## src/rtl/rws_pkg.sv

```systemverilog
package rws_pkg;
  localparam int ROW_W = 8;
  localparam int TAG_W = 8;

  typedef struct packed {
    logic [ROW_W-1:0] row;
    logic [TAG_W-1:0] tag;
  } req_t;
endpackage

```

## src/rtl/rws_rd_queue.sv

```systemverilog
module rws_rd_queue
  import rws_pkg::*;
#(
  parameter int DEPTH = 8
) (
  input  logic                       clk,
  input  logic                       rst_n,
  input  logic                       push,
  input  req_t                       push_req,
  input  logic                       pop,
  input  logic                       frfcfs,
  input  logic                       open_v,
  input  logic [ROW_W-1:0]           open_row,
  output logic [$clog2(DEPTH+1)-1:0] count,
  output req_t                       sel_req,
  output logic                       any_hit,
  output logic                       full
);
  localparam int IW = $clog2(DEPTH);
  localparam int CW = $clog2(DEPTH+1);

  req_t            slot [DEPTH];
  logic [CW-1:0]   cnt;
  logic [DEPTH-1:0] hit;
  logic [IW-1:0]   hit_idx;
  logic [IW-1:0]   sel;
  logic [CW-1:0]   wpos;

  // Slot 0 is always the oldest entry; a lower index means earlier arrival.
  for (genvar g = 0; g < DEPTH; g++) begin : g_hit
    assign hit[g] = (CW'(g) < cnt) && open_v && (slot[g].row == open_row);
  end

  always_comb begin
    hit_idx = '0;
    any_hit = 1'b0;
    for (int i = DEPTH-1; i >= 0; i--) begin
      if (hit[i]) begin
        hit_idx = IW'(i);
        any_hit = 1'b1;
      end
    end
  end

  assign sel     = (frfcfs && any_hit) ? hit_idx : '0;
  assign sel_req = slot[sel];
  assign count   = cnt;
  assign full    = (cnt == CW'(DEPTH));
  assign wpos    = cnt - CW'(pop);

  always_ff @(posedge clk) begin
    if (!rst_n) begin
      cnt <= '0;
      for (int i = 0; i < DEPTH; i++) slot[i] <= '0;
    end else begin
      if (pop) begin
        for (int i = 0; i < DEPTH-1; i++) begin
          if (IW'(i) >= sel) slot[i] <= slot[i+1];
        end
      end
      if (push) slot[wpos[IW-1:0]] <= push_req;
      cnt <= cnt + CW'(push) - CW'(pop);
    end
  end

  assert_no_overflow_R2: assert property (@(posedge clk) disable iff (!rst_n)
    (push && !pop) |=> (cnt == $past(cnt) + CW'(1)));
  assert_pop_nonempty_R11: assert property (@(posedge clk) disable iff (!rst_n)
    pop |-> (cnt != '0));
endmodule

```

## src/rtl/rws_wr_buf.sv

```systemverilog
module rws_wr_buf
  import rws_pkg::*;
#(
  parameter int DEPTH = 16
) (
  input  logic                       clk,
  input  logic                       rst_n,
  input  logic                       push,
  input  req_t                       push_req,
  input  logic                       pop,
  output logic [$clog2(DEPTH+1)-1:0] count,
  output req_t                       head_req,
  output logic                       full
);
  localparam int IW = $clog2(DEPTH);
  localparam int CW = $clog2(DEPTH+1);

  req_t          mem [DEPTH];
  logic [IW-1:0] head, tail;
  logic [CW-1:0] cnt;

  assign count    = cnt;
  assign head_req = mem[head];
  assign full     = (cnt == CW'(DEPTH));

  always_ff @(posedge clk) begin
    if (!rst_n) begin
      head <= '0;
      tail <= '0;
      cnt  <= '0;
      for (int i = 0; i < DEPTH; i++) mem[i] <= '0;
    end else begin
      if (push) begin
        mem[tail] <= push_req;
        tail      <= (tail == IW'(DEPTH-1)) ? '0 : tail + IW'(1);
      end
      if (pop) head <= (head == IW'(DEPTH-1)) ? '0 : head + IW'(1);
      cnt <= cnt + CW'(push) - CW'(pop);
    end
  end

  assert_no_overflow_R3: assert property (@(posedge clk) disable iff (!rst_n)
    (push && !pop) |=> (cnt == $past(cnt) + CW'(1)));
  assert_pop_nonempty_R5: assert property (@(posedge clk) disable iff (!rst_n)
    pop |-> (cnt != '0));
endmodule

```

## src/rtl/rws_drain_ctl.sv

```systemverilog
module rws_drain_ctl #(
  parameter int DEPTH = 16,
  parameter int HI    = 12,
  parameter int LO    = 4
) (
  input  logic                       clk,
  input  logic                       rst_n,
  input  logic [$clog2(DEPTH+1)-1:0] occ,
  output logic                       active
);
  localparam int CW = $clog2(DEPTH+1);
  localparam logic [CW-1:0] HI_V = CW'(HI);
  localparam logic [CW-1:0] LO_V = CW'(LO);

  logic flag_q;

  // Hysteresis: enter at the high mark, stay until the low mark is reached.
  assign active = flag_q ? (occ > LO_V) : (occ >= HI_V);

  always_ff @(posedge clk) begin
    if (!rst_n) flag_q <= 1'b0;
    else        flag_q <= active;
  end

  assert_drain_start_R4: assert property (@(posedge clk) disable iff (!rst_n)
    $rose(active) |-> (occ >= HI_V));
  assert_drain_end_R5: assert property (@(posedge clk) disable iff (!rst_n)
    $fell(active) |-> (occ <= LO_V));
endmodule

```

## src/rtl/rws_bus_turn.sv

```systemverilog
module rws_bus_turn #(
  parameter int TA = 2
) (
  input  logic clk,
  input  logic rst_n,
  input  logic want_write,
  input  logic fire,
  input  logic fire_write,
  output logic allow
);
  localparam int GW = $clog2(TA+1);
  localparam logic [GW-1:0] TA_V = GW'(TA);

  logic          last_v, last_w;
  logic [GW-1:0] gap;

  // Cycles since the last issue, saturating at the penalty length.
  assign allow = !(last_v && (want_write != last_w) && (gap < TA_V));

  always_ff @(posedge clk) begin
    if (!rst_n) begin
      last_v <= 1'b0;
      last_w <= 1'b0;
      gap    <= '0;
    end else if (fire) begin
      last_v <= 1'b1;
      last_w <= fire_write;
      gap    <= '0;
    end else if (gap < TA_V) begin
      gap <= gap + GW'(1);
    end
  end

  assert_turn_gap_R10: assert property (@(posedge clk) disable iff (!rst_n)
    (fire && last_v && (fire_write != last_w)) |-> !$past(fire));
endmodule

```

## src/rtl/rw_sched.sv

```systemverilog
module rw_sched
  import rws_pkg::*;
#(
  parameter int RD_DEPTH = 8,
  parameter int WR_DEPTH = 16,
  parameter int WR_HI    = 12,
  parameter int WR_LO    = 4,
  parameter int TURN     = 2
) (
  input  logic             clk,
  input  logic             rst_n,
  input  logic             frfcfs_en,
  input  logic             rd_in_valid,
  output logic             rd_in_ready,
  input  logic [ROW_W-1:0] rd_in_row,
  input  logic [TAG_W-1:0] rd_in_tag,
  input  logic             wr_in_valid,
  output logic             wr_in_ready,
  input  logic [ROW_W-1:0] wr_in_row,
  input  logic [TAG_W-1:0] wr_in_tag,
  output logic             iss_valid,
  input  logic             iss_ready,
  output logic             iss_write,
  output logic [ROW_W-1:0] iss_row,
  output logic [TAG_W-1:0] iss_tag
);
  localparam int RCW = $clog2(RD_DEPTH+1);
  localparam int WCW = $clog2(WR_DEPTH+1);

  logic [RCW-1:0]   rd_cnt;
  logic [WCW-1:0]   wr_cnt;
  req_t             rd_sel, wr_head;
  logic             rd_full, wr_full, rd_hit;
  logic             draining, have_cand, allow, fire;
  logic             rd_push, wr_push, rd_pop, wr_pop;
  logic             open_v;
  logic [ROW_W-1:0] open_row;

  assign rd_in_ready = !rd_full;
  assign wr_in_ready = !wr_full;
  assign rd_push     = rd_in_valid && rd_in_ready;
  assign wr_push     = wr_in_valid && wr_in_ready;

  rws_rd_queue #(.DEPTH(RD_DEPTH)) u_rdq (
    .clk(clk), .rst_n(rst_n),
    .push(rd_push), .push_req('{row: rd_in_row, tag: rd_in_tag}),
    .pop(rd_pop), .frfcfs(frfcfs_en), .open_v(open_v), .open_row(open_row),
    .count(rd_cnt), .sel_req(rd_sel), .any_hit(rd_hit), .full(rd_full)
  );

  rws_wr_buf #(.DEPTH(WR_DEPTH)) u_wrb (
    .clk(clk), .rst_n(rst_n),
    .push(wr_push), .push_req('{row: wr_in_row, tag: wr_in_tag}),
    .pop(wr_pop), .count(wr_cnt), .head_req(wr_head), .full(wr_full)
  );

  rws_drain_ctl #(.DEPTH(WR_DEPTH), .HI(WR_HI), .LO(WR_LO)) u_drain (
    .clk(clk), .rst_n(rst_n), .occ(wr_cnt), .active(draining)
  );

  rws_bus_turn #(.TA(TURN)) u_turn (
    .clk(clk), .rst_n(rst_n), .want_write(draining),
    .fire(fire), .fire_write(iss_write), .allow(allow)
  );

  // Draining owns the bus; otherwise only reads may go.
  assign have_cand = draining ? (wr_cnt != '0) : (rd_cnt != '0);
  assign iss_valid = have_cand && allow;
  assign iss_write = draining;
  assign iss_row   = draining ? wr_head.row : rd_sel.row;
  assign iss_tag   = draining ? wr_head.tag : rd_sel.tag;
  assign fire      = iss_valid && iss_ready;
  assign rd_pop    = fire && !iss_write;
  assign wr_pop    = fire && iss_write;

  always_ff @(posedge clk) begin
    if (!rst_n) begin
      open_v   <= 1'b0;
      open_row <= '0;
    end else if (fire) begin
      open_v   <= 1'b1;
      open_row <= iss_row;
    end
  end

  assert_write_only_in_drain_R6: assert property (@(posedge clk) disable iff (!rst_n)
    (iss_valid && iss_write) |-> (wr_cnt > WCW'(WR_LO)));
  assert_hit_first_R9: assert property (@(posedge clk) disable iff (!rst_n)
    (iss_valid && !iss_write && frfcfs_en && rd_hit) |-> (open_v && iss_row == open_row));
  assert_hold_on_stall_R11: assert property (@(posedge clk) disable iff (!rst_n)
    (iss_valid && !iss_ready) |=> (open_row == $past(open_row)));
  assert_reset_idle_R1: assert property (@(posedge clk)
    !rst_n |=> !iss_valid);
endmodule

```

## config.mk

```make
export PLATFORM = sky130hd
export DESIGN_NAME = rw_sched
export DESIGN_NICKNAME = d
export VERILOG_FILES = /design/src/rtl/rws_pkg.sv /design/src/rtl/rws_rd_queue.sv /design/src/rtl/rws_wr_buf.sv /design/src/rtl/rws_drain_ctl.sv /design/src/rtl/rws_bus_turn.sv /design/src/rtl/rw_sched.sv
export SDC_FILE = /design/constraint.sdc
export NUM_CORES = 1
export LEC_CHECK = 0
export BUFFER_PORTS_ARGS = -buffer_cell sky130_fd_sc_hd__clkbuf_2
export CAP_MARGIN = 25
export CORE_MARGIN = 2
export CORE_UTILIZATION = 57
export CTS_CLUSTER_DIAMETER = 100
export DETAILED_ROUTE_END_ITERATION = 8
export HOLD_SLACK_MARGIN = 0.05
export PLACE_DENSITY = 0.77
export SETUP_SLACK_MARGIN = 0.02
export SLEW_MARGIN = 20
export SYNTH_ARGS = -nofsm -noshare
export SYNTH_HDL_FRONTEND = slang
export SYNTH_SLANG_ARGS = --single-unit
```

## constraint.sdc

```tcl
create_clock -name clk -period 4.83 [get_ports clk]
set_clock_uncertainty 0.05 [all_clocks]
set_input_delay 0.966 -clock clk [delete_from_list [all_inputs] [get_ports clk]]
set_output_delay 0.966 -clock clk [all_outputs]
set_load 0.02 [all_outputs]
```

==> out/results.env <==
RESULT_OF_THE_RUN='complete, no violations'
PATH_CLK_SLEW_NS=0.06
DETAIL_ROUTE.DRC_VIOLATIONS=0
WL_MET1_UM=20400
DETAIL-ROUTE-ANTENNA-NETS=0
WORST_PATH_CELL_CHAIN='buf_4, xnor2_1, nand4_1, or3_1, o211ai_2, nand3_4, a21oi_4, buf_12, mux2i_2, mux2i_1, o21ai_1, clkbuf_2'
WIRELENGTH_UM=52000
SYNTHESIZED_AREA_UM2=21000
NUMCTSBUFFERS=43
ANTENNA_CELL_COUNT=0
STDCELL_COUNT=2160
CTS-ROOT-TO-SINK-BUFFERS=3
WORSTPATHARRIVAL_NS=3.65
LAYOUT_WORST_PATH_CYCLE_SHARE_PCT=96.6
FINAL_NET_COUNT=1721
GRT_START_MAX_NET_PINS=35
INITIAL_CORE_UTIL_PCT=57.5
ROOT_BUFFER='clkbuf_16'
TIMING.FMAX_GHz=0.214
WORSTPATHREQUIRED_NS=3.81
ROUTE.TOP_LAYER_USED='met4'
PLACEDINSTANCEAREA_UM2=21800
WORSTSETUPENDPOINTTYPE='output pin'
FILLERINSTANCES=2627
CELLLEAKAGEPOWER_nW=8.57
GRT.TOTAL_USAGE_PCT=27.5
POWER_PER_CELL_AREA_nW_PER_UM2=562
HOLDBUFCOUNTCTS=0
FINAL_CELL_MIX='368 x edfxtp_1, 262 x and2_1, 116 x nand2_1'
SYNTH_EDF_COUNT=368
CLKSINKCOUNT=418
VIASPERCELL=6.22
POSTSYNTHNETCOUNT=1656
NUM_VIAS=13425
NUM_IO_PINS=58
PLACE_INST=2065
CTS_TREE='built'
GRT_ANTENNA_BEFORE_REPAIR=0
FINAL_CORE_UTIL_PCT=64.4
DRIVE_GT1_SHARE_PCT=19.6
AVGSYNTHCELLAREA_UM2=13.2
DETAILROUTE.WIRELENGTH.MET3_UM=3620
CTS_HTREE_LEVELS=2
DIE_H_UM=196
SLEW_VIOL_FINAL=0
YOSYS.CELL_TYPES.COUNT=66
CRITICAL_PATH.MAX_FANOUT=14
TOTALNEGATIVESETUPSLACK_NS=0
SYNTH.FF_LATCH_COUNT=418
SYNTHESIS.YOSYS.WARNINGS=0
GRT_PASS1_VIAS=13409
FLOORPLAN.DIE.WIDTH_UM=196
DRT_PASS1_ITERATIONS=5
WORST_PIN_SLEW_NS=1.01
IO_BUFFER_COUNT=57
LAYOUT_MIN_CYCLE_TIME_NS=4.66
CORE_AREA_UM2=36400
CRITPATHMAXSTAGEDELAY_NS=0.42
MOSTFREQUENTLAYOUTCELL='edfxtp_1'
DIE_AREA_UM2=38300
FINALINSTANCEAREA_UM2=23500
GLOBALPLACE.CONGESTION=0.897
AREA.GROWTH.SYNTH_TO_FINAL_PCT=12.0
NUMBER_OF_VIOLATIONS_REPORTED_AT_THE_END_OF_DETAILED_ROUTING_ITERATION_0=1153
POSTSYNTH.ASYNCRESETSHARE_PCT=0
HOLDCRITPATHCLASS='register to register'
ROWS=70
SETUP.WORST_PATH.CLASS='register to output pin'
GR-TOTAL-OVERFLOW=0
TIMING.SLEW.HEADROOM_PCT=32.5
ROUTED-WL-MET2_UM=25700
HOLD_VIOL=0
SYNTHFLOPTYPE='edfxtp_1'
CLOCK_INSERTION_DELAY_WORST_SKEW_NS=0.55
SYNTH_SEQ_AREA_SHARE_PCT=57.5
SYNTH_CELLS=1593
MAX_CAP_VIOLATIONS=0
START_KIND='register'
GRT_SETUP_UNREPAIRED='no'
PEAKVDDDROP_uV=332
HPWLAFTERDP_UM=35600
TOTALPOWERFINAL_mW=13.2
FINAL-SETUP-VIOL-COUNT=0
WL_PER_CELL_UM=24.1
CRITPATHSLOWESTCELL='or3_1'
GRT_PASS1_WL_UM=79600
## worst max-delay path, delay by kind of cell, from the launching register on
kind | cells | cell delay, ns
xor+xnor | 1 | 0.21
mux | 2 | 0.44
compound gates | 3 | 0.75
flops | 1 | 0.30
simple gates | 3 | 0.77
buf+inv | 3 | 0.62
## final timing paths
check	depth (start not counted)	slack, ns	start	to
max	12	0.17	open_row[3]	iss_tag[7]
max reg2reg	12	0.43	u_wrb.count[3]	u_rdq.slot[4][10]
min	2	0.43	u_turn.gap[0]	u_turn.gap[1]
min reg2reg	2	0.43	u_turn.gap[0]	u_turn.gap[1]
## per-stage QoR
stage,setup WS (ns),hold WS [ns]
after floorplan,0.0200,0.403
after global placement,0.0718,0.414
after detailed placement,0.307,0.429
after global routing,0.0153,0.463
after CTS,0.0485,0.439
final,0.165,0.435
## Yosys cell counts, types with 9 or more instances
library cell | n | area (um^2)
a21oi_1 | 20 | 100
a22o_1 | 80 | 701
and2_1 | 262 | 1640
buf_2 | 12 | 60.1
buf_4 | 17 | 128
buf_6 | 10 | 113
clkbuf_1 | 71 | 267
clkbuf_2 | 9 | 45.0
dfxtp_1 | 50 | 1000
edfxtp_1 | 368 | 11100
ha_1 | 23 | 288
inv_1 | 19 | 71.3
mux2i_1 | 80 | 801
mux4_2 | 80 | 1800
nand2_1 | 116 | 435
nand3_1 | 17 | 85.1
nand4_1 | 11 | 68.8
nor2_1 | 66 | 248
nor3_1 | 22 | 110
nor4_1 | 9 | 56.3
o21ai_0 | 83 | 415
xnor2_1 | 29 | 254
xor2_1 | 46 | 403
## what timing repair did
action                     4_1_cts  5_1_grt
buffers inserted                 1       14
gates cloned                     0        1
pin swaps                        2        6
setup endpoints to repair       14       16
gates resized for setup         12       13
## kinds of logic (layout without fill, tap and decap cells)
| family | after synthesis | count (layout) | synth area share (%) |
|---|---|---|---|
| adders and majority gates | 25 | 25 | 1.56 |
| muxes | 161 | 161 | 12.5 |
| DFF | 418 | 418 | 57.5 |
| AOI/OAI and AO/OA | 235 | 235 | 8.04 |
| xor gates and xnor gates | 75 | 75 | 3.14 |
| buffers and inverters | 145 | 244 | 3.39 |
| and+or+nand+nor | 534 | 534 | 13.9 |
## flip-flops by register name, summed over array words and instances (netlist names), named ones only
signal,count
u_drain.flag_q,1
u_turn.last_w,1
u_turn.gap,2
u_rdq.slot,128
u_rdq.count,4
u_wrb.tail,4
u_wrb.count,5
u_wrb.head,4
u_turn.last_v,1
u_wrb.mem,256
open_row,8
## area by class of cell
type / instances / area [um^2] / share of cell area [%]
multi-input combinational: 1030 / 8280 / 35.3
sequential: 418 / 12100 / 51.4
tap: 468 / 586 / 2.50
clock inverter: 24 / 260 / 1.11
timing repair buffer: 145 / 1020 / 4.36
inverter: 20 / 78.8 / 0.336
clock buffer: 55 / 1170 / 5.00
## report_power, final
part	internal, mW	switching, mW	total [mW]	leakage, nW
sequential	4.75	0.686	5.44	4.25
combinational	1.76	2.61	4.37	3.62
clock	1.99	1.38	3.37	0.701
## routing by layer
metal	vias to the layer above	global-route usage, %
met4	0	12.0
li1	6015	-
met1	6722	35.7
met2	546	46.4
met5	-	0
met3	142	4.19
Note: power is estimated with default switching activity, not from simulation.
